--- config.mk ---
export PLATFORM = sky130hd
export DESIGN_NAME = xrs_top
export DESIGN_NICKNAME = d
export VERILOG_FILES = /design/src/rtl/xrs_pkg.sv /design/src/rtl/xrs_sync.sv /design/src/rtl/xrs_rst_gen.sv /design/src/rtl/xrs_tx_chan.sv /design/src/rtl/xrs_rx_chan.sv /design/src/rtl/xrs_top.sv
export SDC_FILE = /design/constraint.sdc
export NUM_CORES = 1
export LEC_CHECK = 0
export CORE_ASPECT_RATIO = 0.7
export CORE_MARGIN = 1.5
export CORE_UTILIZATION = 45
export DETAILED_ROUTE_END_ITERATION = 7
export PLACE_DENSITY = 0.66
export SYNTH_ARGS = -nofsm -noshare
export SYNTH_HDL_FRONTEND = slang
export SYNTH_HIERARCHICAL = 1
export SYNTH_SLANG_ARGS = --single-unit
--- constraint.sdc ---
create_clock -name sys_clk -period 0.8 [get_ports sys_clk]
set_input_delay 0.12 -clock sys_clk [delete_from_list [all_inputs] [get_ports sys_clk]]
set_output_delay 0.12 -clock sys_clk [all_outputs]
set_load 0.01 [all_outputs]
--- src/rtl/xrs_pkg.sv ---
package xrs_pkg;

    typedef enum logic [1:0] {
        TX_WAIT_LOCK = 2'd0,
        TX_HOLD      = 2'd1,
        TX_COUNT     = 2'd2,
        TX_RUN       = 2'd3
    } tx_state_e;

    typedef enum logic [1:0] {
        RX_HOLD  = 2'd0,
        RX_COUNT = 2'd1,
        RX_RUN   = 2'd2
    } rx_state_e;

endpackage

--- src/rtl/xrs_sync.sv ---
// Two-flop synchronizer for a bus of independent status bits.
module xrs_sync #(
    parameter int W = 1
) (
    input  logic         clk,
    input  logic [W-1:0] d,
    output logic [W-1:0] q
);
    logic [W-1:0] meta;
    logic [W-1:0] stab;

    always_ff @(posedge clk) begin
        meta <= d;
        stab <= meta;
    end

    assign q = stab;
endmodule

--- src/rtl/xrs_rst_gen.sv ---
// Internal reset: either two-flop sampled, or async assert / sync release.
module xrs_rst_gen #(
    parameter bit SYNC_RST = 1'b1
) (
    input  logic clk,
    input  logic rst_req,
    output logic rst_out
);
    logic [1:0] sr;

    generate
        if (SYNC_RST) begin : g_sampled
            always_ff @(posedge clk) begin
                sr <= {sr[0], rst_req};
            end
        end else begin : g_async
            always_ff @(posedge clk or posedge rst_req) begin
                if (rst_req) sr <= 2'b11;
                else         sr <= {sr[0], 1'b0};
            end
        end
    endgenerate

    assign rst_out = sr[1];
endmodule

--- src/rtl/xrs_tx_chan.sv ---
// One transmit lane: first-lock gate, blocking conditions, release countdown.
module xrs_tx_chan
    import xrs_pkg::*;
#(
    parameter int DLY = 8
) (
    input  logic clk,
    input  logic rst,
    input  logic pll_pd,
    input  logic pll_cal,
    input  logic pll_lk,
    input  logic lane_cal,
    input  logic man_mode,
    output logic dig_rst,
    output logic rdy
);
    localparam int CW = $clog2(DLY + 1);
    localparam logic [CW-1:0] LOAD = CW'(DLY - 1);

    tx_state_e st, nxt;
    logic [CW-1:0] cnt;
    logic blocked;

    // Lock loss only blocks in automatic mode
    assign blocked = pll_pd | pll_cal | lane_cal | (~man_mode & ~pll_lk);

    always_ff @(posedge clk or posedge rst) begin
        if (rst) st <= TX_WAIT_LOCK;
        else     st <= nxt;
    end

    always_comb begin
        nxt = st;
        unique case (st)
            TX_WAIT_LOCK: if (pll_lk)      nxt = blocked ? TX_HOLD : TX_COUNT;
            TX_HOLD:      if (!blocked)    nxt = TX_COUNT;
            TX_COUNT: begin
                if (blocked)               nxt = TX_HOLD;
                else if (cnt == '0)        nxt = TX_RUN;
            end
            TX_RUN:       if (blocked)     nxt = TX_HOLD;
            default:                       nxt = TX_WAIT_LOCK;
        endcase
    end

    always_ff @(posedge clk or posedge rst) begin
        if (rst)                                   cnt <= LOAD;
        else if (st == TX_COUNT && nxt == TX_COUNT) cnt <= cnt - 1'b1;
        else                                       cnt <= LOAD;
    end

    always_ff @(posedge clk or posedge rst) begin
        if (rst) begin
            dig_rst <= 1'b1;
            rdy     <= 1'b0;
        end else begin
            dig_rst <= (nxt != TX_RUN);
            rdy     <= (nxt == TX_RUN) && (st == TX_RUN);
        end
    end
endmodule

--- src/rtl/xrs_rx_chan.sv ---
// One receive lane: calibration gate, CDR lock qualification, countdown.
module xrs_rx_chan
    import xrs_pkg::*;
#(
    parameter int DLY = 6
) (
    input  logic clk,
    input  logic rst,
    input  logic lane_cal,
    input  logic cdr_lk,
    input  logic man_mode,
    output logic dig_rst,
    output logic rdy
);
    localparam int CW = $clog2(DLY + 1);
    localparam logic [CW-1:0] LOAD = CW'(DLY - 1);

    rx_state_e st, nxt;
    logic [CW-1:0] cnt;
    logic go;

    // Manual mode disregards the CDR lock in both directions
    assign go = ~lane_cal & (man_mode | cdr_lk);

    always_ff @(posedge clk or posedge rst) begin
        if (rst) st <= RX_HOLD;
        else     st <= nxt;
    end

    always_comb begin
        nxt = st;
        unique case (st)
            RX_HOLD:  if (go)          nxt = RX_COUNT;
            RX_COUNT: begin
                if (!go)               nxt = RX_HOLD;
                else if (cnt == '0)    nxt = RX_RUN;
            end
            RX_RUN:   if (!go)         nxt = RX_HOLD;
            default:                   nxt = RX_HOLD;
        endcase
    end

    always_ff @(posedge clk or posedge rst) begin
        if (rst)                                   cnt <= LOAD;
        else if (st == RX_COUNT && nxt == RX_COUNT) cnt <= cnt - 1'b1;
        else                                       cnt <= LOAD;
    end

    always_ff @(posedge clk or posedge rst) begin
        if (rst) begin
            dig_rst <= 1'b1;
            rdy     <= 1'b0;
        end else begin
            dig_rst <= (nxt != RX_RUN);
            rdy     <= (nxt == RX_RUN) && (st == RX_RUN);
        end
    end
endmodule

--- src/rtl/xrs_top.sv ---
module xrs_top #(
    parameter int NCH       = 2,
    parameter int TX_DLY    = 8,
    parameter int RX_DLY    = 6,
    parameter bit SYNC_RST  = 1'b1,
    parameter bit RX_SHARED = 1'b0
) (
    input  logic           sys_clk,
    input  logic           rst_req,
    input  logic           pll_pwrdn,
    input  logic           pll_lock,
    input  logic           pll_calib,
    input  logic [NCH-1:0] tx_calib,
    input  logic [NCH-1:0] rx_calib,
    input  logic [NCH-1:0] cdr_lock,
    input  logic [NCH-1:0] tx_man_mode,
    input  logic [NCH-1:0] rx_man_mode,
    output logic [NCH-1:0] tx_dig_rst,
    output logic [NCH-1:0] rx_dig_rst,
    output logic [NCH-1:0] tx_rdy,
    output logic [NCH-1:0] rx_rdy
);
    localparam int SW = 3 + 5 * NCH;

    logic          rst_int;
    logic [SW-1:0] raw_bus, syn_bus;
    logic          pd_s, lk_s, pc_s;
    logic [NCH-1:0] txcal_s, rxcal_s, cdr_s, txm_s, rxm_s, cdr_use;

    xrs_rst_gen #(.SYNC_RST(SYNC_RST)) u_rst (
        .clk     (sys_clk),
        .rst_req (rst_req),
        .rst_out (rst_int)
    );

    assign raw_bus = {pll_pwrdn, pll_lock, pll_calib,
                      tx_calib, rx_calib, cdr_lock, tx_man_mode, rx_man_mode};

    xrs_sync #(.W(SW)) u_sync (
        .clk (sys_clk),
        .d   (raw_bus),
        .q   (syn_bus)
    );

    assign {pd_s, lk_s, pc_s, txcal_s, rxcal_s, cdr_s, txm_s, rxm_s} = syn_bus;

    generate
        if (RX_SHARED) begin : g_cdr_shared
            assign cdr_use = {NCH{&cdr_s}};
        end else begin : g_cdr_split
            assign cdr_use = cdr_s;
        end
    endgenerate

    for (genvar i = 0; i < NCH; i++) begin : g_ch
        xrs_tx_chan #(.DLY(TX_DLY)) u_tx (
            .clk      (sys_clk),
            .rst      (rst_int),
            .pll_pd   (pd_s),
            .pll_cal  (pc_s),
            .pll_lk   (lk_s),
            .lane_cal (txcal_s[i]),
            .man_mode (txm_s[i]),
            .dig_rst  (tx_dig_rst[i]),
            .rdy      (tx_rdy[i])
        );

        xrs_rx_chan #(.DLY(RX_DLY)) u_rx (
            .clk      (sys_clk),
            .rst      (rst_int),
            .lane_cal (rxcal_s[i]),
            .cdr_lk   (cdr_use[i]),
            .man_mode (rxm_s[i]),
            .dig_rst  (rx_dig_rst[i]),
            .rdy      (rx_rdy[i])
        );
    end
endmodule

==> results of run 1 <==
## per-layer routing
metal  routed length [um]  track usage
met1                 1450        0.194
met2                 1570        0.264
met3                  162       0.0864
met4                   54        0.103
met5                    0            0
## cells in the final DEF, fill, tap and decap left out, drive strengths merged, types with 2 or more instances in the layout
| cell | synthesis | layout |
|---|---|---|
| dfstp | 14 | 14 |
| a211oi | 2 | 2 |
| clkbuf | 0 | 13 |
| inv | 18 | 18 |
| ha | 6 | 6 |
| buf | 0 | 36 |
| or3 | 2 | 2 |
| dfrtp | 16 | 16 |
| a21oi | 4 | 4 |
| dfxtp | 28 | 28 |
| o21bai | 2 | 2 |
| o32ai | 2 | 2 |
| and2 | 4 | 4 |
| nand3b | 2 | 2 |
| o21ai | 8 | 8 |
| nor4 | 4 | 4 |
| nor2 | 8 | 8 |
| nor3 | 2 | 2 |
| clkdlybuf4s50 | 0 | 14 |
| a21o | 2 | 2 |
| nor3b | 2 | 2 |
| xor2 | 4 | 4 |
| or4 | 4 | 4 |
| nand2 | 8 | 8 |
| bufinv | 0 | 2 |
| nand2b | 4 | 4 |
## cell families (layout without fill, tap and decap cells)
group | Yosys count | in the layout
AOI/OAI and AO/OA | 20 | 20
and+or+nand+nor | 40 | 40
DFF | 58 | 58
buffers and inverters | 18 | 84
adders and majority gates | 6 | 6
xor gates and xnor gates | 4 | 4
## Yosys cell counts
library cell	instances
nand3b_1	2
or3_4	2
o21bai_4	2
ha_1	6
nand2b_1	4
or4_1	4
a211oi_1	2
xor2_1	4
nor3b_1	2
nand2_1	8
nor3_1	2
dfxtp_1	28
a21oi_1	4
inv_1	18
o32ai_1	2
dfstp_2	14
a21o_2	2
nor2_1	8
nor4_1	2
nor4_2	2
and2_1	4
dfrtp_1	16
o21ai_0	8
## area by class of cell
cell class,count,area (um2)
multi-input combinational,70,734
sequential,58,1330
inverter,18,67.6
clock inverter,3,67.6
timing repair buffer,50,462
fill,277,1060
tap,52,65.1
clock buffer,13,180
## metrics by stage
step                instances  area, um2  setup TNS [ns]  worst slack (ns)
floorplan                 146       2030          -10.73            -0.747
CTS                       262       2860          -15.26            -0.783
global route              264       2910          -16.63            -0.800
detailed placement        245       2500          -15.89            -0.805
global placement          245       2500          -15.17            -0.757
finish                    264       2910          -14.90            -0.787
## flip-flops by register name, indices dropped and copies added (netlist names), 4 cells and up
name / cells
u_sync/q: 13
u_sync/meta: 13
g_ch.u_tx/cnt: 8
g_ch.u_tx/st: 4
g_ch.u_rx/cnt: 6
g_ch.u_rx/st: 4
## critical path: stages (launching register included)
cell and delay, ns:
dfstp_2 0.53, inv_2 0.04, ha_4 0.16, ha_4 0.25, inv_2 0.02, or4_1 0.50
## power groups by stage
stage / logic, mW / clock network, mW / registers [mW]
CTS: 0.331 / 3.27 / 3.08
detailed placement: 0.297 / 0 / 3.13
finish: 0.353 / 3.19 / 3.08
global route: 0.385 / 3.40 / 3.09
global placement: 0.280 / 0 / 3.13
floorplan: 0.130 / 0 / 3.13
## path summary, 6_finish.rpt
kind | start | to | slack (ns) | depth (start not counted)
setup / recovery | g_ch[1].u_rx/cnt[0]$_DFF_PP1_ | g_ch[1].u_rx/cnt[2]$_DFF_PP1_ | -0.79 | 5
hold / removal | u_rst/sr[1]$_DFF_P_ | g_ch[0].u_rx/st[0]$_DFF_PP0_ | 0.19 | 1
setup reg to reg | g_ch[1].u_rx/cnt[0]$_DFF_PP1_ | g_ch[1].u_rx/cnt[2]$_DFF_PP1_ | -0.79 | 5
hold reg to reg | u_rst/sr[1]$_DFF_P_ | g_ch[0].u_rx/st[0]$_DFF_PP0_ | 0.19 | 1
max in group asynchronous | u_rst/sr[1]$_DFF_P_ | g_ch[0].u_tx/cnt[2]$_DFF_PP1_ | 0.29 | 1
min in group sys_clk | pll_calib | u_sync/meta[10]$_DFF_P_ | 0.23 | 1
## what timing repair did
item / 4_1_cts / 5_1_grt
buffers inserted: 1 / 3
pin swaps: 16 / 8
gates cloned: 0 / 0
endpoints found under the setup margin: 38 / 38
resized for setup: 58 / 13
==> summary.txt, run 1 <==
Timing
  • Achievable frequency: 630 MHz
  • RSZ-0062 raised after global routing: yes
  • Post-layout minimum cycle time: 1.59 ns
  • Final setup fails: 38
  • Final Skew: 0.00377 ns
  • Ratio of final minimum period to clock period: 1.98
  • Worst Tran Pin Value: 0.398 ns
  • Slew headroom: 0.733
  • Fin worst setup slack: -0.787 ns
  • Hold WS: 0.193 ns
  • Fin. Hold Viols: 0
  • Slew Viols, Final: 0

Global routing
  • Overall Global Routing Usage: 0.172
  • Total global routing overflow: 0
  • First-pass GRT wire length: 5570 um
  • Vias in the first global route: 1273
  • Largest net degree at the start of global routing: 11
  • Initial antenna violation count: 0

Die
  • Std cell rows: 19
  • Core area: 0.00397 mm2
  • Initial Util: 0.477
  • Die Ht: 57.3 um
  • Die width: 80.6 um
  • Boundary Pins: 23
  • Die ar.: 0.00461 mm2

Placement
  • Final RePlAce weighted congestion: 0.758
  • Input/output buffers: 22
  • Dpl hpwl: 2200 um

Logic synthesis
  • Post-Syn Nets: 167
  • Synth top area cells: dfxtp_1 (30%), dfrtp_1 (21%), dfstp_2 (19%)
  • Post-Syn Area: 0.00189 mm2
  • Synth unique cells: 23
  • Largest family of logic cells by synthesized area: simple AND/OR/NAND/NOR gates
  • Post-synthesis mux area share: 0
  • Post-synthesis simple-gate area fraction: 0.127
  • Post-synth top area cell: dfxtp_1
  • XOR/XNOR Fraction of Synth Area: 0.0185
  • Top-area cell type share of the netlist area: 0.296
  • Synthesis warning total: 6
  • Syn Inst Count: 146
  • Synth Area in Compound Gates: 0.0779
  • Mean Syn Cell Area: 13.0 um2
  • Synth Area in Adders: 0.0396
  • Synthesis-stage register bit count: 58
  • Part of the Yosys area used for sequential elements: 0.701

Power and ir drop
  • Net Sw Frac: 0.193
  • Int Pwr: 5.34 mW
  • VDD IR max: 0.00159 V
  • PwrDens: 2280 mW/mm2
  • Power share of the combinational group: 0.053
  • Sw Pwr: 1.28 mW
  • Final Total Pwr: 6.62 mW
  • Static Leak: 1.23 nW
  • Seq pwr share: 0.465
  • Clock Power Share: 0.481

CTS
  • TritonCTS clock tree: done
  • Clk sink count: 58
  • Reg clk slew, reported paths: 0.06 ns
  • CTS HTree Levels: 3
  • Worst-Skew Late Latency: 0.33 ns
  • Post-cts hold buffer count: 0
  • Maximum clock path buffer count: 2
  • Root buf cell: clkbuf_8
  • Total CTS buffers: 9

Finish
  • Util after Layout: 0.732
  • Antenna Cells: 0
  • Nets: 228
  • Share of layout cells above drive strength 1: 0.528
  • Area grow syn2layout: 53.4%

Routing
  • DR vias: 1223
  • Vias per inst: 4.63
  • Drt drc: 0
  • ANT nets after route: 0
  • Final WL: 3240 um
  • Initial DRC count: 21
  • DRT Pass-1 Iters: 4
  • WL per Instance: 12.3 um

Outcome
  • Failing checks: negative setup slack
  • Status: finished with violations

Setup path
  • Critical path endpoint category: register
  • Data required, critical path: 1.04 ns
  • Worst Setup Start Kind: register
  • WS Path Type: register to register
  • CP arrival: 1.83 ns
  • Critical path fanouts, max: 2

Flow run
  • Max-cap violation count: 0

Hold path
  • HP Class: register to async pin
Power figures use the tool's default switching activity.
==> run 2: changes to the inputs <==
GPL_TIMING_DRIVEN = 0   (was not set)
REMOVE_ABC_BUFFERS = 1   (was not set)
==> run 2 against run 1 <==
  * The run still ends with negative setup slack left
  * Sequential share of layout area grew 2.4 points
  * Cell count fell by 4.2%
  * Register-to-register slack worse by 0.02 ns
  * Sequential cell count did not move
  * Die area stayed put
  * Utilization shrank 3.6 points
  * Clock skew is 0.00087 ns higher
  * Critical path type unchanged
  * Largest cell class unchanged
  * Largest power group is now sequential cells
==> summary.txt, run 2 (synthesized netlist as in run 1, its figures left out) <==
CTS
  • Clk sink count: 58 (unchanged)
  • CTS HTree Levels: 3 (unchanged)
  • Total CTS buffers: 9 (unchanged)
  • Maximum clock path buffer count: 2 (unchanged)
  • TritonCTS clock tree: done (unchanged)
  • Post-cts hold buffer count: 0 (unchanged)
  • Root buf cell: clkbuf_8 (unchanged)
  • Worst-Skew Late Latency: 0.33 ns (about the same)
  • Reg clk slew, reported paths: 0.06 ns (about the same)

Timing
  • Fin worst setup slack: -0.806 ns (was -0.787 ns)
  • Ratio of final minimum period to clock period: 2.01 (was 1.98)
  • Worst Tran Pin Value: 0.350 ns (was 0.398 ns)
  • Slew Viols, Final: 0 (unchanged)
  • Aggregate negative setup slack: -15.11 ns (was -14.90 ns)
  • Post-layout minimum cycle time: 1.61 ns (was 1.59 ns)
  • Hold WS: 0.179 ns (was 0.193 ns)
  • Final setup fails: 36 (was 38)
  • Fin. Hold Viols: 0 (unchanged)
  • Slew headroom: 0.767 (was 0.733)
  • RSZ-0062 raised after global routing: yes (unchanged)
  • Achievable frequency: 623 MHz (was 630 MHz)
  • Final Skew: 0.00464 ns (was 0.00377 ns)

Die
  • Boundary Pins: 23 (unchanged)
  • Die ar.: 0.00461 mm2 (unchanged)
  • Initial Util: 0.477 (unchanged)
  • Core area: 0.00397 mm2 (unchanged)
  • Std cell rows: 19 (unchanged)
  • Die Ht: 57.3 um (unchanged)
  • Die width: 80.6 um (unchanged)

Setup path
  • Worst Setup Start Kind: register (unchanged)
  • Reg2Reg Setup Slack: -0.81 ns (was -0.79 ns)
  • Worst r2r path cells: 5 (unchanged)
  • Critical path fanouts, max: 2 (unchanged)
  • R2R Path End: g_ch[0].u_rx/cnt[2]$_DFF_PP1_ (was g_ch[1].u_rx/cnt[2]$_DFF_PP1_)
  • Data required, critical path: 1.04 ns (about the same)
  • RR Startpoint: g_ch[0].u_rx/cnt[0]$_DFF_PP1_ (was g_ch[1].u_rx/cnt[0]$_DFF_PP1_)
  • Critical path endpoint category: register (unchanged)
  • WS Path Type: register to register (unchanged)
  • CP arrival: 1.85 ns (was 1.83 ns)

Finish
  • Most frequent cells in the layout: dfxtp_1 (28), dfstp_2 (14), clkdlybuf4s50_1 (14) (was dfxtp_1 (27), buf_4 (19), dfrtp_1 (16))
  • Area grow syn2layout: 46.0% (was 53.4%)
  • Multi-input gate area: 759 um2 (was 734 um2)
  • Share of layout cells above drive strength 1: 0.527 (was 0.528)
  • Fin cells: 253 (was 264)
  • Commonest non-fill, non-tap cell in the layout: dfxtp_1 (unchanged)
  • Flip-flop and latch area: 0.00133 mm2 (about the same)
  • Fillcell total: 247 (was 277)
  • Nets: 217 (was 228)
  • Antenna Cells: 0 (unchanged)

Power and ir drop
  • Final Total Pwr: 5.66 mW (was 6.62 mW)
  • VDD IR max: 0.00159 V (about the same)
  • PwrDens: 2050 mW/mm2 (was 2280 mW/mm2)
  • Static Leak: 1.15 nW (was 1.23 nW)

Routing
  • DR vias: 1189 (was 1223)
  • Drt drc: 0 (unchanged)
  • Final WL: 3310 um (was 3240 um)
  • DRT Pass-1 Iters: 4 (unchanged)
  • Vias per inst: 4.70 (was 4.63)
  • WL per Instance: 13.1 um (was 12.3 um)
  • Initial DRC count: 48 (was 21)
  • ANT nets after route: 0 (unchanged)

Global routing
  • Largest net degree at the start of global routing: 11 (unchanged)
  • Vias in the first global route: 1215 (was 1273)
  • Initial antenna violation count: 0 (unchanged)
  • Overall Global Routing Usage: 0.169 (was 0.172)
  • Total global routing overflow: 0 (unchanged)
  • First-pass GRT wire length: 5440 um (was 5570 um)

Placement
  • Number of placed instances with taps included: 220 (was 245)
  • Final RePlAce weighted congestion: 0.737 (was 0.758)
  • Input/output buffers: 22 (unchanged)
  • Dpl hpwl: 1970 um (was 2200 um)

Outcome
  • Failing checks: negative setup slack (unchanged)
  • Status: finished with violations (unchanged)

Flow run
  • Max-cap violation count: 0 (unchanged)

Hold path
  • HP Class: register to async pin (unchanged)
## run 2: changes by cell type in the layout (fill, tap and decap cells not counted), moves of 3 or more
cell and change:
buf_4 -10, clkinv_2 +3, dfrtp_1 -3, dfrtp_2 +3
## run 2: per-stage QoR
| stage | area (um2) | util | setup slack [ns] |
|---|---|---|---|
| CTS | 2660 | 0.669 | -0.790 |
| global placement | 2180 | 0.549 | -0.795 |
| detailed placement | 2180 | 0.549 | -0.844 |
| finish | 2770 | 0.697 | -0.806 |
| global route | 2770 | 0.697 | -0.821 |
| floorplan | 1890 | - | -0.772 |
## run 2: critical path, stage by stage (launching register included)
cell,delay [ns]
dfstp_2,0.53
inv_2,0.05
ha_4,0.15
ha_4,0.25
inv_2,0.03
or4_4,0.51
## run 2: final cells by class
type | count | share of cell area
flip-flops and latches | 58 | 0.482
multi-input cells | 70 | 0.275
repair buffers | 39 | 0.133
clock buffers | 11 | 0.0511
inverters | 18 | 0.0244
well taps | 52 | 0.0235
clock inverters | 5 | 0.0109
## run 2: timing repair
item                       in CTS  in global routing
gates resized for setup        89                 25
pin swaps                      24                 19
setup endpoints to repair      36                 38
setup buffers                  14                  7
## run 2: metal layers
metal  share of wire  vias up  wire length [um]  GRT usage
met5               0        -                 0          0
met4           0.020        0                67     0.0665
met3           0.052        8               171     0.0960
met2            0.50       26              1650      0.263
met1            0.43      573              1410      0.195
li1                -      582                 -          -
## run 2: how the worst max path moves through the flow
stage                               endpoint  slack (ns)  cells past startpoint                           from
2_1_floorplan  g_ch[0].u_rx/cnt[2]$_DFF_PP1_       -0.77                      5  g_ch[0].u_rx/cnt[0]$_DFF_PP1_
3_3_place_gp   g_ch[1].u_rx/cnt[2]$_DFF_PP1_       -0.80                      5  g_ch[1].u_rx/cnt[0]$_DFF_PP1_
3_5_place_dp   g_ch[0].u_rx/cnt[0]$_DFF_PP1_       -0.84                      5  g_ch[0].u_rx/cnt[0]$_DFF_PP1_
4_1_cts        g_ch[0].u_rx/cnt[2]$_DFF_PP1_       -0.79                      5  g_ch[0].u_rx/cnt[0]$_DFF_PP1_
5_1_grt        g_ch[0].u_rx/cnt[2]$_DFF_PP1_       -0.82                      5  g_ch[0].u_rx/cnt[0]$_DFF_PP1_
6_report       g_ch[0].u_rx/cnt[2]$_DFF_PP1_       -0.81                      5  g_ch[0].u_rx/cnt[0]$_DFF_PP1_
## run 2: report_power, final
group,switching [mW],leakage (nW),total [mW],internal (mW)
clock,1.06,0.0851,2.25,1.19
combinational,0.126,0.471,0.303,0.177
sequential,0.0824,0.591,3.11,3.03
total,1.27,1.15,5.66,4.39
==> run 3: changes to the inputs <==
CTS_BUF_LIST = sky130_fd_sc_hd__clkbuf_4 sky130_fd_sc_hd__clkbuf_8   (was not set)
==> run 3 against run 2 <==
  * The flow still finishes with violations (negative setup slack)
  * Non-clock buffer count down 2
  * Critical endpoint unchanged
  * Worst hold slack got worse by 0.00072 ns
  * Largest power group unchanged
  * Largest cell class unchanged
  * Worst setup slack lost 0.0070 ns
  * First-iteration DRC count decreased by 35%
  * Via count did not move
==> summary.txt, run 3 (synthesized netlist as in run 1, its figures left out) <==
Timing
  • Aggregate negative setup slack: -15.36 ns (was -15.11 ns)
  • Achievable frequency: 620 MHz (was 623 MHz)
  • Final Skew: 0.00594 ns (was 0.00464 ns)
  • Ratio of final minimum period to clock period: 2.02 (was 2.01)
  • Slew headroom: 0.786 (was 0.767)
  • Final setup fails: 36 (unchanged)
  • Worst Tran Pin Value: 0.320 ns (was 0.350 ns)
  • RSZ-0062 raised after global routing: yes (unchanged)
  • Hold WS: 0.179 ns (about the same)
  • Post-layout minimum cycle time: 1.61 ns (about the same)
  • Slew Viols, Final: 0 (unchanged)
  • Fin worst setup slack: -0.813 ns (was -0.806 ns)
  • Fin. Hold Viols: 0 (unchanged)

Power and ir drop
  • Final Total Pwr: 5.69 mW (was 5.66 mW)
  • Static Leak: 1.14 nW (was 1.15 nW)
  • VDD IR max: 0.00162 V (was 0.00159 V)
  • PwrDens: 2070 mW/mm2 (was 2050 mW/mm2)

Finish
  • Share of layout cells above drive strength 1: 0.528 (was 0.527)
  • Antenna Cells: 0 (unchanged)
  • Commonest non-fill, non-tap cell in the layout: dfxtp_1 (unchanged)
  • Area grow syn2layout: 45.4% (was 46.0%)
  • Most frequent cells in the layout: dfxtp_1 (27), dfstp_2 (14), buf_6 (14), clkdlybuf4s50_1 (14), dfrtp_1 (12) (was dfxtp_1 (28), dfstp_2 (14), clkdlybuf4s50_1 (14))
  • Nets: 215 (was 217)
  • Util after Layout: 0.694 (was 0.697)

Routing
  • Vias per inst: 4.74 (was 4.70)
  • DR vias: 1189 (unchanged)
  • DRT Pass-1 Iters: 4 (unchanged)
  • ANT nets after route: 0 (unchanged)
  • Drt drc: 0 (unchanged)
  • Final WL: 3420 um (was 3310 um)
  • Initial DRC count: 31 (was 48)
  • WL per Instance: 13.6 um (was 13.1 um)

Die
  • Die ar.: 0.00461 mm2 (unchanged)
  • Die Ht: 57.3 um (unchanged)
  • Initial Util: 0.477 (unchanged)
  • Core area: 0.00397 mm2 (unchanged)
  • Die width: 80.6 um (unchanged)
  • Boundary Pins: 23 (unchanged)
  • Std cell rows: 19 (unchanged)

CTS
  • Root buf cell: clkbuf_8 (unchanged)
  • Clk sink count: 58 (unchanged)
  • Reg clk slew, reported paths: 0.06 ns (about the same)
  • TritonCTS clock tree: done (unchanged)
  • Total CTS buffers: 9 (unchanged)
  • Worst-Skew Late Latency: 0.33 ns (about the same)
  • Maximum clock path buffer count: 2 (unchanged)
  • CTS HTree Levels: 3 (unchanged)

Placement
  • Input/output buffers: 22 (unchanged)
  • Dpl ws: -0.844 ns (unchanged)
  • Dpl hpwl: 1970 um (unchanged)
  • Final RePlAce weighted congestion: 0.737 (unchanged)

Global routing
  • First-pass GRT wire length: 5550 um (was 5440 um)
  • Overall Global Routing Usage: 0.172 (was 0.169)
  • Vias in the first global route: 1218 (was 1215)
  • Largest net degree at the start of global routing: 11 (unchanged)
  • Total global routing overflow: 0 (unchanged)
  • Initial antenna violation count: 0 (unchanged)

Setup path
  • Worst r2r path cells: 5 (unchanged)
  • Critical path fanouts, max: 2 (unchanged)
  • Worst path cell trace: inv_2 -> ha_4 -> ha_4 -> inv_2 -> or4_4 (unchanged)
  • WP buf/inv: 2 (unchanged)
  • Data required, critical path: 1.04 ns (about the same)
  • WS Path Type: register to register (unchanged)
  • Worst Setup Start Kind: register (unchanged)
  • CP top delay family: flip-flops (unchanged)
  • Critical path's slowest cell: dfstp_2 (unchanged)
  • Slowest stage delay, CP: 0.53 ns (about the same)
  • Crit path depth: 5 (unchanged)
  • CP arrival: 1.86 ns (was 1.85 ns)
  • Critical path endpoint category: register (unchanged)

Flow run
  • Max-cap violation count: 0 (unchanged)

Outcome
  • Status: finished with violations (unchanged)
  • Failing checks: negative setup slack (unchanged)

Hold path
  • HP Class: register to async pin (unchanged)
[run 3: cell count changes in the layout (fill, tap and decap cells not counted), sizes merged]
cell,change
buf,-2
[run 3: final timing paths]
path,slack [ns],startpoint,end
min in group sys_clk,0.23,pll_lock,u_sync/meta[11]$_DFF_P_
max in group asynchronous,0.30,u_rst/sr[1]$_DFF_P_,g_ch[1].u_tx/cnt[0]$_DFF_PP1_
worst min-delay path,0.18,u_rst/sr[1]$_DFF_P_,g_ch[0].u_rx/rdy$_DFF_PP0_
worst max register to register,-0.81,g_ch[0].u_rx/cnt[0]$_DFF_PP1_,g_ch[0].u_rx/cnt[2]$_DFF_PP1_
worst max-delay path,-0.81,g_ch[0].u_rx/cnt[0]$_DFF_PP1_,g_ch[0].u_rx/cnt[2]$_DFF_PP1_
worst min register to register,0.18,u_rst/sr[1]$_DFF_P_,g_ch[0].u_rx/rdy$_DFF_PP0_
[run 3: stage by stage]
stage / area [um2] / std cells
after CTS: 2660 / 250
final: 2750 / 251
after floorplan: 1890 / 146
after global placement: 2180 / 220
after global routing: 2750 / 251
after detailed placement: 2180 / 220
[run 3: final cells by class]
class / count / area [um2]
flip-flops and latches: 58 / 1340
fillers: 250 / 1220
multi-input cells: 70 / 753
repair buffers: 37 / 358
clock buffers: 11 / 145
inverters: 18 / 67.6
well taps: 52 / 65.1
clock inverters: 5 / 30.0
[run 3: layer usage]
layer / GRT usage / part of all wire / up-vias
met4: 0.0665 / 0.0085 / 0
met3: 0.0960 / 0.048 / 4
met1: 0.199 / 0.40 / 578
met2: 0.269 / 0.54 / 28
li1: - / - / 579
met5: 0 / 0 / -
[run 3: worst reg2reg max path, cell delays in order, from the launching register on]
cell and delay (ns):
dfstp_2 0.53, inv_2 0.05, ha_4 0.16, ha_4 0.25, inv_2 0.03, or4_4 0.51
[run 3: what timing repair did]
action | 4_1_cts | 5_1_grt
pin swaps | 24 | 19
gates cloned | 0 | 0
endpoints found under the setup margin | 36 | 38
hold buffers | 0 | 0
gates resized for setup | 89 | 26
buffers inserted | 14 | 5
[run 3: where the power goes]
| part | switching [mW] | internal, mW | total, mW |
|---|---|---|---|
| logic | 0.131 | 0.171 | 0.302 |
| clock network | 1.07 | 1.22 | 2.29 |
| registers | 0.0781 | 3.03 | 3.10 |
| total | 1.28 | 4.42 | 5.69 |
